<file path="config.mk">
export PLATFORM = sky130hd
export DESIGN_NAME = i2c_pin_bridge
export DESIGN_NICKNAME = d
export VERILOG_FILES = /design/src/rtl/i2c_pin_bridge_pkg.sv /design/src/rtl/i2c_pin_edges.sv /design/src/rtl/i2c_req_port.sv /design/src/rtl/i2c_target_fsm.sv /design/src/rtl/i2c_pin_bridge.sv
export SDC_FILE = /design/constraint.sdc
export NUM_CORES = 1
export LEC_CHECK = 0
export BUFFER_PORTS_ARGS = -buffer_cell sky130_fd_sc_hd__buf_2
export CORE_ASPECT_RATIO = 1.75
export CORE_MARGIN = 2
export CORE_UTILIZATION = 29
export DETAILED_ROUTE_END_ITERATION = 10
export PLACE_DENSITY = 0.52
export SETUP_SLACK_MARGIN = 0.5
export SLEW_MARGIN = 20
export SYNTH_ARGS = -nofsm -noshare
export SYNTH_HDL_FRONTEND = slang
export SYNTH_SLANG_ARGS = --single-unit
</file>
<file path="constraint.sdc">
create_clock -name clk -period 6.7 [get_ports clk]
set_input_delay 0.67 -clock clk [delete_from_list [all_inputs] [get_ports clk]]
set_output_delay 0.67 -clock clk [all_outputs]
set_load 0.005 [all_outputs]
</file>
<file path="src/rtl/i2c_pin_bridge_pkg.sv">
package i2c_pin_bridge_pkg;
  typedef enum logic [2:0] {
    OP_START = 3'd0,
    OP_WRITE = 3'd1,
    OP_READ  = 3'd2,
    OP_END   = 3'd3,
    OP_NACK  = 3'd4
  } op_e;

  typedef enum logic [2:0] {
    EV_NONE,
    EV_START,
    EV_STOP,
    EV_QUIET,
    EV_RISE,
    EV_FALL
  } ev_e;

  typedef enum logic [2:0] {
    PH_IDLE,
    PH_SHIFT_IN,
    PH_ACK_SLOT,
    PH_SHIFT_OUT,
    PH_MACK,
    PH_NACKED
  } phase_e;

  typedef enum logic [1:0] {
    PD_NONE,
    PD_ACK,
    PD_READ
  } pend_e;
endpackage

</file>
<file path="src/rtl/i2c_pin_edges.sv">
module i2c_pin_edges
  import i2c_pin_bridge_pkg::*;
(
  input  logic clk,
  input  logic rst_n,
  input  logic sda_in,
  input  logic scl_in,
  input  logic take,
  output ev_e  ev_kind,
  output logic sda_q,
  output logic scl_q
);
  // SDA changes win over SCL changes: one event per clock.
  logic sda_chg, scl_chg;
  assign sda_chg = sda_in != sda_q;
  assign scl_chg = scl_in != scl_q;

  always_comb begin
    ev_kind = EV_NONE;
    if (sda_chg) begin
      if (scl_q) ev_kind = sda_in ? EV_STOP : EV_START;
      else       ev_kind = EV_QUIET;
    end else if (scl_chg) begin
      ev_kind = scl_in ? EV_RISE : EV_FALL;
    end
  end

  always_ff @(posedge clk) begin
    if (!rst_n) begin
      sda_q <= 1'b1;
      scl_q <= 1'b1;
    end else if (take) begin
      if (sda_chg)      sda_q <= sda_in;
      else if (scl_chg) scl_q <= scl_in;
    end
  end
endmodule

</file>
<file path="src/rtl/i2c_req_port.sv">
module i2c_req_port
  import i2c_pin_bridge_pkg::*;
#(
  parameter int DATA_W = 8
) (
  input  logic              clk,
  input  logic              rst_n,
  input  logic              issue,
  input  op_e               issue_op,
  input  logic [DATA_W-2:0] issue_addr,
  input  logic              issue_rd,
  input  logic [DATA_W-1:0] issue_data,
  output logic              req_valid,
  input  logic              req_ready,
  output op_e               req_op,
  output logic [DATA_W-2:0] req_addr,
  output logic              req_rd,
  output logic [DATA_W-1:0] req_wdata,
  input  logic              rsp_valid,
  output logic              rsp_ready,
  output logic              rsp_fire,
  output logic              busy
);
  logic needs_rsp;
  assign needs_rsp = (req_op == OP_START) || (req_op == OP_WRITE) || (req_op == OP_READ);
  assign rsp_fire  = rsp_valid && rsp_ready;
  assign busy      = req_valid || rsp_ready;

  always_ff @(posedge clk) begin
    if (!rst_n) begin
      req_valid <= 1'b0;
      req_op    <= OP_END;
      req_addr  <= '0;
      req_rd    <= 1'b0;
      req_wdata <= '0;
      rsp_ready <= 1'b0;
    end else begin
      if (issue) begin
        req_valid <= 1'b1;
        req_op    <= issue_op;
        req_addr  <= issue_addr;
        req_rd    <= issue_rd;
        req_wdata <= issue_data;
      end else if (req_valid && req_ready) begin
        req_valid <= 1'b0;
        rsp_ready <= needs_rsp;
      end
      if (rsp_fire) rsp_ready <= 1'b0;
    end
  end
endmodule

</file>
<file path="src/rtl/i2c_target_fsm.sv">
module i2c_target_fsm
  import i2c_pin_bridge_pkg::*;
#(
  parameter int DATA_W = 8
) (
  input  logic              clk,
  input  logic              rst_n,
  input  ev_e               ev_kind,
  input  logic              sda_q,
  input  logic              busy,
  input  logic              rsp_fire,
  input  logic              rsp_ack,
  input  logic [DATA_W-1:0] rsp_rdata,
  output logic              take,
  output logic              issue,
  output op_e               issue_op,
  output logic [DATA_W-2:0] issue_addr,
  output logic              issue_rd,
  output logic [DATA_W-1:0] issue_data,
  output logic              drive
);
  localparam int CNT_W = $clog2(DATA_W);
  localparam logic [CNT_W-1:0] TOP_BIT = CNT_W'(DATA_W - 1);

  phase_e            ph, ph_n;
  pend_e             pend, pend_n;
  logic [CNT_W-1:0]  cnt, cnt_n;
  logic [DATA_W-1:0] sh, sh_n;
  logic              drv_n, have_addr, have_n, rd_dir, rd_n;

  assign take       = (ev_kind != EV_NONE) && !busy;
  assign issue_addr = sh[DATA_W-1:1];
  assign issue_rd   = sh[0];
  assign issue_data = sh;

  always_comb begin
    ph_n = ph; pend_n = pend; cnt_n = cnt; sh_n = sh;
    drv_n = drive; have_n = have_addr; rd_n = rd_dir;
    issue = 1'b0; issue_op = OP_END;
    if (rsp_fire) begin
      pend_n = PD_NONE;
      if (pend == PD_ACK) begin
        drv_n = !rsp_ack;
      end else if (pend == PD_READ) begin
        drv_n = rsp_rdata[DATA_W-1];
        sh_n  = {rsp_rdata[DATA_W-2:0], 1'b0};
      end
    end else if (take) begin
      unique case (ev_kind)
        EV_START: begin
          ph_n = PH_SHIFT_IN; cnt_n = TOP_BIT; have_n = 1'b0; drv_n = 1'b1;
        end
        EV_STOP: begin
          if (have_addr) begin issue = 1'b1; issue_op = OP_END; end
          ph_n = PH_IDLE; have_n = 1'b0; drv_n = 1'b1;
        end
        EV_FALL: drv_n = 1'b1;
        EV_RISE: begin
          unique case (ph)
            PH_SHIFT_IN: begin
              sh_n  = {sh[DATA_W-2:0], sda_q};
              drv_n = 1'b1;
              if (cnt == '0) ph_n = PH_ACK_SLOT;
              else           cnt_n = cnt - 1'b1;
            end
            PH_ACK_SLOT: begin
              issue  = 1'b1;
              pend_n = PD_ACK;
              cnt_n  = TOP_BIT;
              if (!have_addr) begin
                issue_op = OP_START;
                have_n   = 1'b1;
                rd_n     = sh[0];
                ph_n     = sh[0] ? PH_SHIFT_OUT : PH_SHIFT_IN;
              end else begin
                issue_op = OP_WRITE;
                ph_n     = rd_dir ? PH_SHIFT_OUT : PH_SHIFT_IN;
              end
            end
            PH_SHIFT_OUT: begin
              if (cnt == TOP_BIT) begin
                issue = 1'b1; issue_op = OP_READ; pend_n = PD_READ;
              end else begin
                drv_n = sh[DATA_W-1];
                sh_n  = {sh[DATA_W-2:0], 1'b0};
              end
              if (cnt == '0) ph_n = PH_MACK;
              else           cnt_n = cnt - 1'b1;
            end
            PH_MACK: begin
              drv_n = 1'b1;
              if (sda_q) begin
                ph_n = PH_NACKED; issue = 1'b1; issue_op = OP_NACK;
              end else begin
                ph_n = PH_SHIFT_OUT; cnt_n = TOP_BIT;
              end
            end
            default: drv_n = 1'b1;
          endcase
        end
        default: ;
      endcase
    end
  end

  always_ff @(posedge clk) begin
    if (!rst_n) begin
      ph <= PH_IDLE; pend <= PD_NONE; cnt <= TOP_BIT; sh <= '0;
      drive <= 1'b1; have_addr <= 1'b0; rd_dir <= 1'b0;
    end else begin
      ph <= ph_n; pend <= pend_n; cnt <= cnt_n; sh <= sh_n;
      drive <= drv_n; have_addr <= have_n; rd_dir <= rd_n;
    end
  end
endmodule

</file>
<file path="src/rtl/i2c_pin_bridge.sv">
module i2c_pin_bridge
  import i2c_pin_bridge_pkg::*;
#(
  parameter int DATA_W = 8
) (
  input  logic              clk,
  input  logic              rst_n,
  input  logic              sda_in,
  input  logic              scl_in,
  output logic              sda_out,
  output logic              req_valid,
  input  logic              req_ready,
  output logic [2:0]        req_op,
  output logic [DATA_W-2:0] req_addr,
  output logic              req_rd,
  output logic [DATA_W-1:0] req_wdata,
  input  logic              rsp_valid,
  output logic              rsp_ready,
  input  logic              rsp_ack,
  input  logic [DATA_W-1:0] rsp_rdata
);
  ev_e               ev_kind;
  op_e               issue_op, req_op_e;
  logic              sda_q, scl_q, take, issue, issue_rd, drive, busy, rsp_fire;
  logic [DATA_W-2:0] issue_addr;
  logic [DATA_W-1:0] issue_data;

  i2c_pin_edges u_edges (
    .clk(clk), .rst_n(rst_n), .sda_in(sda_in), .scl_in(scl_in),
    .take(take), .ev_kind(ev_kind), .sda_q(sda_q), .scl_q(scl_q)
  );

  i2c_target_fsm #(.DATA_W(DATA_W)) u_fsm (
    .clk(clk), .rst_n(rst_n), .ev_kind(ev_kind), .sda_q(sda_q), .busy(busy),
    .rsp_fire(rsp_fire), .rsp_ack(rsp_ack), .rsp_rdata(rsp_rdata),
    .take(take), .issue(issue), .issue_op(issue_op), .issue_addr(issue_addr),
    .issue_rd(issue_rd), .issue_data(issue_data), .drive(drive)
  );

  i2c_req_port #(.DATA_W(DATA_W)) u_port (
    .clk(clk), .rst_n(rst_n), .issue(issue), .issue_op(issue_op),
    .issue_addr(issue_addr), .issue_rd(issue_rd), .issue_data(issue_data),
    .req_valid(req_valid), .req_ready(req_ready), .req_op(req_op_e),
    .req_addr(req_addr), .req_rd(req_rd), .req_wdata(req_wdata),
    .rsp_valid(rsp_valid), .rsp_ready(rsp_ready), .rsp_fire(rsp_fire), .busy(busy)
  );

  assign req_op  = req_op_e;
  assign sda_out = drive & sda_q;
endmodule

</file>
## Word level (Yosys, flattened, before mapping)

Cells that the tools add are included.

- Output and inout port bits: 22
- Register bits after elaboration: 42
- Input port bits: 15

- Multiplexer cells: 51
- Bitwise gates (word level): 6
- Equality and inequality tests: 29
- Reduce and logical (&&, ||, !) cells: 34
- Add/sub/neg operators: 1

Operators with widths:

| operator | number |
|---|---|
| $mux W8 | 6 |
| $mux W3 | 13 |
| $pmux W3 S3 | 3 |
| $reduce_and A6 Y1 | 3 |
| $mux W1 | 16 |
| $pmux W8 S2 | 1 |
| $eq A3 B2 Y1 const B | 4 |
| $eq A3 B3 Y1 const B | 4 |
| $ne A3 B3 Y1 const B | 4 |
| $pmux W3 S4 | 1 |
| $reduce_bool A2 Y1 | 6 |
| $reduce_bool A3 Y1 | 4 |
| $reduce_and A5 Y1 | 2 |
| $eq A3 B1 Y1 const B | 3 |
| $mux W2 | 4 |
| $pmux W1 S2 | 4 |
| $reduce_and A4 Y1 | 2 |
| $logic_not A3 Y1 | 2 |
| $ne A3 B2 Y1 const B | 2 |
| $pmux W3 S2 | 1 |
| $reduce_or A2 Y1 | 3 |
| $ne A5 B4 Y1 const B | 1 |
| $not A1 Y1 | 5 |
| $ne A2 B1 Y1 const B | 2 |
| other kinds (17) | 25 |

## Longest topological paths before layout

Gate-level depths: netlist (run 1).

- Depth in word-level cells: 9
- Mapped depth: 8
- Depth with buffers taken out: 7

## Hierarchy

Synthesis (run 1) repeated with hierarchy kept, for this count alone.

- Cells, all modules: 258
- Area total of the unflattened synthesis: 2366.0 sq um

By module, submodules not included:

| module | seq. area each (sq um) | cells an instance | area an instance (sq um) | instances |
|---|---|---|---|---|
| i2c_target_fsm | 380.4 | 168 | 1401.3 | 1 |
| i2c_req_port | 420.4 | 71 | 815.8 | 1 |
| i2c_pin_edges | 40.0 | 18 | 142.6 | 1 |
| i2c_pin_bridge | 0.0 | 1 | 6.3 | 1 |

## Worst setup path after synthesis (run 1)

No wires, ideal clock.

- Path type: input to register
- From: input port scl_in
- To: register u_fsm.sh[5] (netlist: u_fsm.issue_data[5])
- Setup time: 74 ps
- Path slack: 4252 ps
- Arrival time: 2373 ps
- Stages on the path: 8
- Path buffers: 1
- Path through: inv_1 ha_1 or2_2 or4_4 o32ai_4 buf_6 nand3_1 o21ai_0

- Cells in the longest elaborated chain, start to end: 7
- Elaborated cells between the ends (all ways): 10

Ends and longest elaborated chain:

| what | RTL line | source |
|---|---|---|
| start, declared | i2c_pin_bridge.sv:9 | `input logic scl_in,` |
| $mux W1 or $ne A1 B1 Y1 (tied branches) | i2c_pin_edges.sv:24, i2c_pin_edges.sv:16 |  |
| $mux W3 (*) | i2c_pin_edges.sv:23 | `end else if (scl_chg) begin` |
| $mux W3 (*) | i2c_pin_edges.sv:20 | `if (sda_chg) begin` |
| $reduce_bool A3 Y1 | i2c_target_fsm.sv:31 | `assign take = (ev_kind != EV_NONE) && !busy;` |
| $logic_and A1 B1 Y1 | i2c_target_fsm.sv:31 |  |
| $reduce_bool A2 Y1 (no source line) | -- |  |
| $reduce_and A6 Y1 (no source line) (*) | -- |  |
| end signal, assigned | i2c_target_fsm.sv:111 | `ph <= ph_n; pend <= pend_n; cnt <= cnt_n; sh <= sh_n;` |
| end, declared | i2c_target_fsm.sv:28 | `logic [DATA_W-1:0] sh, sh_n;` |

Every way passes the cells marked *; elsewhere a longest branch is shown, timed or not.
A chain may end at the register's enable or synchronous reset.

## Worst setup path after layout (run 1)

- From: input port scl_in
- To: register u_fsm.ph[2]

- Cells in the longest elaborated chain, start to end: 6
- Elaborated cells between the ends (all ways): 15

Ends and longest elaborated chain:

| what | RTL line | source |
|---|---|---|
| $mux W1 or $ne A1 B1 Y1 (tied branches) | i2c_pin_edges.sv:24, i2c_pin_edges.sv:16 |  |
| $mux W3 (*) | i2c_pin_edges.sv:23 |  |
| $mux W3 (*) | i2c_pin_edges.sv:20 |  |
| $eq A3 B3 Y1 (tied with other cells) | i2c_target_fsm.sv:49 | `unique case (ev_kind)` |
| $ne A5 B4 Y1 (no source line) (tied with other cells) | -- |  |
| $reduce_and A6 Y1 (no source line) | -- |  |
| end signal, assigned | i2c_target_fsm.sv:111 |  |
| end, declared | i2c_target_fsm.sv:25 | `phase_e ph, ph_n;` |

Marked as above.

==> metrics.txt, run 1 <==
share of layout cells above drive strength 1 0.228; number of enable flip-flop cells after synthesis 0; unrepaired setup endpoints after global routing false; number of synthesized register bits 34; required time at the endpoint of the critical path 6.91 ns; largest fanout on the critical path 6; number of buffers inserted during clock tree synthesis 5; areal power density over the cells 231 nW/µm²; pin count of the biggest net entering global routing 46; leading cell type in the layout, fill and taps excluded buf_2; ratio of routed vias to standard cells 5.11; die area 7500 µm²; row count 39; clock insertion delay at the later pin of the skew report 0.28 ns; wire length of the first global-routing pass 8160 µm; post-synthesis sequential area ratio 0.345; number of buffers inserted to repair setup after CTS 0; Least-Margin Pin Slew 0.878 ns; asr flop ratio synth 0; largest clock skew in the final design 0.00411 ns; endpoint kind of the worst setup timing path flop; static leakage power 0.940 nW; synthesis-to-finish area growth 15.0%; mean cell area of the mapped netlist 8.32 µm²; Critical Path Source scl_in; height of the chip 113 µm; TritonCTS sink count 34; buffers from clock root to sink, at most 2; worst setup path category in2reg; fin worst setup slack 4.22 ns; number of instances on the worst hold path 2; worst voltage drop across the vdd grid 0.000166 V; class of the tightest hold or removal check reg2reg; die extent in x 66.3 µm; end of the worst register-to-register path u_fsm.ph[2]; Finished Cell Area 2270 µm²; R2R depth 6; final WL 4760 µm; global placement routability congestion 0.865; cells traversed along the worst timing path buf_2 -> inv_1 -> ha_1 -> or2_2 -> nor4_1 -> a21oi_1 -> nand2_1 -> mux2i_1; Worst R2R Setup Slack 4.24 ns; final setup violation count 0; Endpoint, Worst Hold u_port.req_addr[0]; post-synth net total 258; predominant post-synthesis flop cell dfxtp_1; number of nets with antenna violations after detailed routing 0; worst hold slack across all endpoints 0.479 ns; total global-route track usage 0.141; area of the core region 6540 µm²; min cycle time layout 2.48 ns; violation count after the first detailed-route iteration 26; wire per inst 14.0 µm; Unique masters post-synth 49; hold violation count in the final report 0; Top-Level Pins 37; max-slew headroom at the worst pin 0.410; outcome complete, no violations; Peak Freq 0.403 GHz; gate count of the mapped netlist 237; total negative slack for setup checks 0 ns; clock root buffer clkbuf_16; count of cells resized by post-cts repair 0; detailed placement HPWL 3530 µm; Vias 1744; max-capacitance violation count 0; number of slew-limit violations in the final report 0; hold path startpoint u_port.req_addr[0]; instance area at placement 2120 µm²; Post-layout nets 279; total standard cell area after synthesis 1970 µm²; delay of the slowest cell on the worst path 0.68 ns; IO Port Bufs 36; number of global-route vias before repair 1710; effective utilization at floorplan 0.302; post-detailed-route DRC marker count 0; slowest cell on the critical path nor4_1; clock-pin slew on the worst setup and hold paths 0.05 ns; CTS hold repair buffers 0; Post-Place Worst Slack 3.90 ns; initial antenna violation count 0; H-tree depth 2; final cycle utilization of the critical path 0.370; Critical R2R Launch u_edges.scl_q; leading cell types in the layout, fill and taps excluded buf_2, dfxtp_1, nand2_1, nand3_1, o21ai_0; number of search-and-repair iterations in the first detailed-routing pass 6; Ys Warns 0; CP Launch Type input pin; # diodes 0; TritonCTS clock tree done; Worst EP arrival 2.69 ns; Remaining Overflow, GRT 0
## cell usage after synthesis, drive strengths merged (3+ instances only)
cell	number	area (µm²)
a21oi	11	55.1
nand2	25	93.8
clkbuf	7	26.3
o21ai	25	125
buf	15	108
and2	3	18.8
ha	6	75.1
mux2i	7	70.1
nor2	12	45.0
mux2	7	78.8
nand3	24	120
nand2b	7	43.8
or2	3	18.8
inv	8	30.0
o211ai	4	30.0
dfxtp	34	681
nor2b	4	25.0
## metal layers
| metal | track usage | routed length (µm) | up-vias | share of wire |
|---|---|---|---|---|
| li1 | - | - | 878 | - |
| met1 | 0.150 | 1910 | 830 | 0.40 |
| met2 | 0.253 | 2600 | 29 | 0.55 |
| met3 | 0.0258 | 134 | 7 | 0.028 |
| met4 | 0.0789 | 116 | 0 | 0.024 |
| met5 | 0 | 0 | - | 0 |
## flip-flops by register name, indices dropped and copies added, names as in the netlist
signal,flops
u_port.req_addr,6
u_fsm.cnt,3
u_edges.sda_q,1
u_fsm.issue_data,8
u_fsm.ph,3
u_fsm.pend,2
u_edges.scl_q,1
u_port.req_wdata,2
u_port.req_op,3
u_port.req_valid,1
u_fsm.drive,1
u_port.rsp_ready,1
u_fsm.rd_dir,1
u_fsm.have_addr,1
## power by group
group / internal [mW] / switching, mW / total [mW]
clock: 0.147 / 0.0855 / 0.233
sequential: 0.207 / 0.0125 / 0.220
combinational: 0.0287 / 0.0423 / 0.0710
total: 0.383 / 0.140 / 0.524
## how the worst max path moves through the flow
stage                           to  slack, ns
4_1_cts        u_fsm.issue_data[0]       4.20
3_5_place_dp   u_fsm.issue_data[7]       3.90
2_1_floorplan  u_fsm.issue_data[5]       4.25
5_1_grt           u_port.req_op[0]       3.94
6_report               u_fsm.ph[2]       4.22
3_3_place_gp   u_fsm.issue_data[2]       3.92
## kinds of logic after synthesis
group                      synth area share
AOI/OAI and AO/OA                     0.196
xor gates and xnor gates             0.0209
adders and majority gates            0.0381
buffers and inverters                0.0831
DFF                                   0.345
muxes                                0.0755
and+or+nand+nor                       0.241
## worst max-delay path: cells and delay by family
| family | cells | cell delay, ns |
|---|---|---|
| AND/OR/NAND/NOR | 3 | 1.22 |
| adder cells (fa/ha/maj) | 1 | 0.34 |
| multiplexers | 1 | 0.20 |
| AO/OA/AOI/OAI | 1 | 0.14 |
| buffers and inverters | 2 | 0.12 |
## through the flow
step,utilization,power (mW),std cells
final,0.347,0.524,341
after global routing,0.347,0.543,341
after CTS,0.347,0.530,341
after detailed placement,0.324,0.296,333
after global placement,0.324,0.295,333
after floorplan,-,0.277,237
## cell type report
type / count / area (µm²)
inverters: 8 / 30.0
fillers: 746 / 4270
flip-flops and latches: 34 / 681
multi-input cells: 173 / 1130
well taps: 82 / 103
clock buffers: 7 / 143
clock inverters: 1 / 5.00
repair buffers: 36 / 180
Power figures use the tool's default switching activity.
==> inputs of run 2 (changes only) <==
- clock period: 6.7 -> 2.5 ns (I/O delays scaled with it)
==> run 2 against run 1 <==
  * Sequential power increased to 2.6 times the previous value
  * Flip-flop and latch count unchanged
  * Critical endpoint is now u_fsm.issue_data[6]
  * Total power grew to 3.0 times the previous value
  * Critical path type is now reg2reg
  * Global-route usage is 1.1 points higher
==> metrics.txt, run 2 (synthesized netlist as in run 1, its figures left out) <==
CP Launch Type flop; unrepaired setup endpoints after global routing true; leading cell types in the layout, fill and taps excluded buf_2, dfxtp_1, nand2_1, nand3_1, o21ai_0; end of the worst register-to-register path u_fsm.issue_data[6]; max-capacitance violation count 0; detailed placement HPWL 3890 µm; total negative slack for setup checks 0 ns; height of the chip 113 µm; Endpoint, Worst Hold u_port.req_valid; cells traversed along the worst timing path ha_4 -> or2_4 -> or4_4 -> o32ai_4 -> buf_4 -> buf_6 -> o21ai_1; clock root buffer clkbuf_16; # diodes 0; number of flip-flops under the largest register name 8; max-slew headroom at the worst pin 0.595; Worst R2R Setup Slack 0.49 ns; class of the tightest hold or removal check in2reg; synthesis-to-finish area growth 26.0%; final setup violation count 0; TritonCTS sink count 34; cell family with the largest share of critical-path delay simple AND/OR/NAND/NOR gates; areal power density over the cells 627 nW/µm²; leading cell type in the layout, fill and taps excluded buf_2; H-tree depth 2; number of instances on the worst hold path 3; Worst EP arrival 2.18 ns; required time at the endpoint of the critical path 2.67 ns; Peak Freq 0.498 GHz; endpoint kind of the worst setup timing path flop; fill cell count 714; worst setup path category reg2reg; sequential standard cell area 688 µm²; total global-route track usage 0.152; min cycle time layout 2.01 ns; Vias 1808; clock-pin slew on the worst setup and hold paths 0.06 ns; area occupied by multi-input gates 1170 µm²; die extent in x 66.3 µm; wire length of the first global-routing pass 8780 µm; number of global-route vias before repair 1772; row count 39; violation count after the first detailed-route iteration 52; worst hold slack across all endpoints 0.255 ns; clock insertion delay at the later pin of the skew report 0.28 ns; number of nets with antenna violations after detailed routing 0; static leakage power 1.04 nW; TritonCTS clock tree done; final cycle utilization of the critical path 0.803; slowest cell on the critical path or4_4; worst voltage drop across the vdd grid 0.000390 V; wire per inst 14.8 µm; largest fanout on the critical path 8; hold violation count in the final report 0; Top-Level Pins 37; die area 7500 µm²; ratio of routed vias to standard cells 5.05; initial antenna violation count 0; largest clock skew in the final design 0.00565 ns; Pwr Total 1.56 mW; number of search-and-repair iterations in the first detailed-routing pass 4; buffers from clock root to sink, at most 2; Post-layout nets 296; number of buffers inserted during clock tree synthesis 5; global placement routability congestion 0.936; post-detailed-route DRC marker count 0; IO Port Bufs 36; Least-Margin Pin Slew 0.607 ns; share of layout cells above drive strength 1 0.322; pin count of the biggest net entering global routing 37; delay of the slowest cell on the worst path 0.44 ns; Bufs and invs on worst path 2; outcome complete, no violations; final WL 5310 µm; CTS hold repair buffers 0; effective utilization at floorplan 0.302; Critical R2R Launch u_edges.scl_q; number of slew-limit violations in the final report 0; area of the core region 6540 µm²; R2R depth 7; Remaining Overflow, GRT 0; hold path startpoint req_ready
[run 2: cell count changes in the layout (fill, tap and decap cells not counted), sizes merged]
cell	before	now
buf	36	53
bufinv	0	1
clkbuf	7	5
clkinv	1	0
clkinvlp	0	1
inv	8	9
[run 2: layer usage]
metal	GRT usage	wire, µm	up-vias
li1	-	-	917
met1	0.170	2100	840
met2	0.266	2860	39
met3	0.0229	147	12
met4	0.0857	199	0
met5	0	0	-
[run 2: power breakdown]
| group | leakage (nW) | internal [mW] | switching [mW] |
|---|---|---|---|
| clock network | 0.0804 | 0.471 | 0.248 |
| logic | 0.688 | 0.118 | 0.140 |
| registers | 0.276 | 0.557 | 0.0253 |
[run 2: how the worst max path moves through the flow]
stage	cells past startpoint	from	to
global placement	9	scl_in	u_fsm.issue_data[3]
CTS	7	u_edges.scl_q	u_fsm.issue_data[6]
detailed placement	9	scl_in	u_fsm.issue_data[6]
finish	7	u_edges.scl_q	u_fsm.issue_data[6]
global route	7	u_edges.scl_q	u_fsm.issue_data[6]
floorplan	7	u_edges.scl_q	u_fsm.issue_data[5]
[run 2: worst register-to-register path: stages, from the launching register on]
cell and delay [ns]:
dfxtp_4 0.35, ha_4 0.22, or2_4 0.23, or4_4 0.44, o32ai_4 0.29, buf_4 0.16
buf_6 0.13, o21ai_1 0.06
[run 2: layout make-up]
type	instances	area share
multi-input cells	173	0.470
flip-flops and latches	34	0.277
repair buffers	53	0.132
clock buffers	5	0.0504
well taps	82	0.0413
clock inverters	3	0.0176
inverters	8	0.0121
[run 2: what timing repair did]
action	CTS	global route
pin swaps	0	3
setup endpoints to repair	17	18
gates cloned	1	0
gates resized for setup	6	15
buffers inserted	2	3
[run 2: per-stage QoR]
step	cell area [µm²]	utilization	setup WS (ns)	instances
final	2480	0.380	0.492	358
after global placement	2230	0.342	0.407	344
after global routing	2480	0.380	0.427	358
after detailed placement	2230	0.342	0.343	344
after floorplan	1990	-	0.542	237
after CTS	2440	0.373	0.501	355
==> inputs of run 3 (changes only) <==
- PLACE_DENSITY: 0.52 -> 0.54
- clock period: 2.5 -> 1.6 ns (I/O delays scaled with it)
==> run 3 against run 2 <==
  * The flow now finishes with violations (negative setup slack)
  * Combinational power rose to 2.6 times the previous value
  * Sequential share of layout area is 4.8 points lower
  * Clock power grew 29%
  * Sequential power up 53%
  * Setup slack got worse by 0.83 ns
==> metrics.txt, run 3 (synthesized netlist as in run 1, its figures left out) <==
effective utilization at floorplan 0.302; share of layout cells above drive strength 1 0.475; top routing layer in use met4; TritonCTS sink count 34; die area 7500 µm²; min cycle time layout 1.94 ns; unrepaired setup endpoints after global routing true; hold path startpoint req_ready; total global-route track usage 0.170; clock root buffer clkbuf_16; leading cell types in the layout, fill and taps excluded buf_4, buf_2, dfxtp_1, nand2_1, nand3_1; worst voltage drop across the vdd grid 0.000715 V; required time at the endpoint of the critical path 1.81 ns; largest fanout on the critical path 10; leading cell type in the layout, fill and taps excluded buf_4; final setup violation count 31; Least-Margin Pin Slew 0.350 ns; areal power density over the cells 829 nW/µm²; Int Pwr 1.80 mW; post-detailed-route DRC marker count 0; number of search-and-repair iterations in the first detailed-routing pass 4; number of buffers inserted during clock tree synthesis 5; number of slew-limit violations in the final report 0; endpoint kind of the worst setup timing path flop; Vias 1983; total net switching power 0.700 mW; TritonCTS clock tree done; cells traversed along the worst timing path ha_4 -> or2_4 -> or4_4 -> o32ai_4 -> buf_6 -> nand3_1 -> o21ai_1; number of nets with antenna violations after detailed routing 0; clock power share 0.371; H-tree depth 2; Post-Place Worst Slack -0.371 ns; max-slew headroom at the worst pin 0.767; detailed placement HPWL 4300 µm; Top-Level Pins 37; max-capacitance violation count 0; number of global-route vias before repair 1990; clock-pin slew on the worst setup and hold paths 0.05 ns; final cycle utilization of the critical path 1.21; buffers from clock root to sink, at most 2; violated checks negative setup slack; detailed-routed wire length on met2 3360 µm; Detail Route met3 WL 133 µm; largest clock skew in the final design 0.00232 ns; Peak Freq 0.515 GHz; R2R depth 7; height of the chip 113 µm; synthesis-to-finish area growth 52.7%; end of the worst register-to-register path u_fsm.issue_data[4]; pin count of the biggest net entering global routing 19; worst hold slack across all endpoints 0.189 ns; global placement routability congestion 0.875; ratio of routed vias to standard cells 4.96; CP Launch Type flop; static leakage power 1.30 nW; row count 39; number of instances on the worst hold path 3; hold violation count in the final report 0; # diodes 0; Worst EP arrival 2.15 ns; share of total power in sequential cells 0.357; Worst R2R Setup Slack -0.34 ns; area of the core region 6540 µm²; Metal-1 WL 2100 µm; fraction of power spent switching nets 0.280; class of the tightest hold or removal check in2reg; initial antenna violation count 0; wire length of the first global-routing pass 9670 µm; wire per inst 14.4 µm; die extent in x 66.3 µm; Critical R2R Launch u_edges.scl_q; outcome finished, violations left; final WL 5750 µm; violation count after the first detailed-route iteration 31; clock insertion delay at the later pin of the skew report 0.28 ns; Post-layout nets 339; number of flip-flops under the largest register name 8; Endpoint, Worst Hold u_port.req_valid; Remaining Overflow, GRT 0; IO Port Bufs 36; combinational group share of total power 0.272; delay of the slowest cell on the worst path 0.44 ns; slowest cell on the critical path or4_4; worst setup path category reg2reg; fin worst setup slack -0.341 ns
==> run 3: worst max-delay path by stage <==
| stage | startpoint | end | depth (start not counted) |
|---|---|---|---|
| finish | u_edges.scl_q | u_fsm.issue_data[4] | 7 |
| global placement | scl_in | u_fsm.issue_data[3] | 9 |
| global route | u_edges.scl_q | u_fsm.issue_data[2] | 7 |
| CTS | u_edges.scl_q | u_fsm.issue_data[4] | 7 |
| detailed placement | scl_in | u_fsm.issue_data[2] | 9 |
| floorplan | u_edges.scl_q | u_fsm.issue_data[5] | 7 |
==> run 3: timing repair <==
item | 4_1_cts | 5_1_grt
resized for setup | 50 | 19
endpoints found under the setup margin | 34 | 34
cloned | 1 | 0
hold buffers | 0 | 0
pin swaps | 14 | 8
buffers inserted | 4 | 4
==> run 3: cell type report <==
| cell class | count | area [µm²] |
|---|---|---|
| clock buffer | 6 | 129 |
| inverter | 8 | 30.0 |
| fill | 671 | 3530 |
| sequential | 34 | 688 |
| clock inverter | 1 | 6.26 |
| timing repair buffer | 96 | 727 |
| tap | 82 | 103 |
| multi-input combinational | 173 | 1330 |
==> run 3: power groups by stage <==
stage	Sequential, mW	Clock, mW	Combinational (mW)
4_1_cts	0.890	0.955	0.629
2_1_floorplan	0.909	0	0.276
3_5_place_dp	0.911	0	0.504
5_1_grt	0.894	0.986	0.734
6_report	0.890	0.926	0.680
3_3_place_gp	0.910	0	0.504
==> run 3: through the flow <==
stage | instance area (µm²) | TNS, ns | cells | power, mW | util
after floorplan | 2020 | -4.10 | 237 | 1.19 | -
after global placement | 2570 | -6.48 | 384 | 1.41 | 0.392
after detailed placement | 2570 | -6.70 | 384 | 1.42 | 0.392
after CTS | 2910 | -6.23 | 396 | 2.47 | 0.446
after global routing | 3010 | -9.61 | 400 | 2.61 | 0.461
final | 3010 | -7.19 | 400 | 2.50 | 0.461
==> run 3: critical path: cells and delay by family (launching register included) <==
kind	cells	cell delay, ns
simple gates	3	0.75
buf+inv	1	0.17
fa+ha+maj	1	0.21
compound gates	2	0.39
flops	1	0.34
==> run 3: per-layer routing <==
layer / up-vias / GRT usage
li1: 1000 / -
met1: 944 / 0.175
met2: 28 / 0.320
met3: 11 / 0.0258
met4: 0 / 0.0789
met5: - / 0
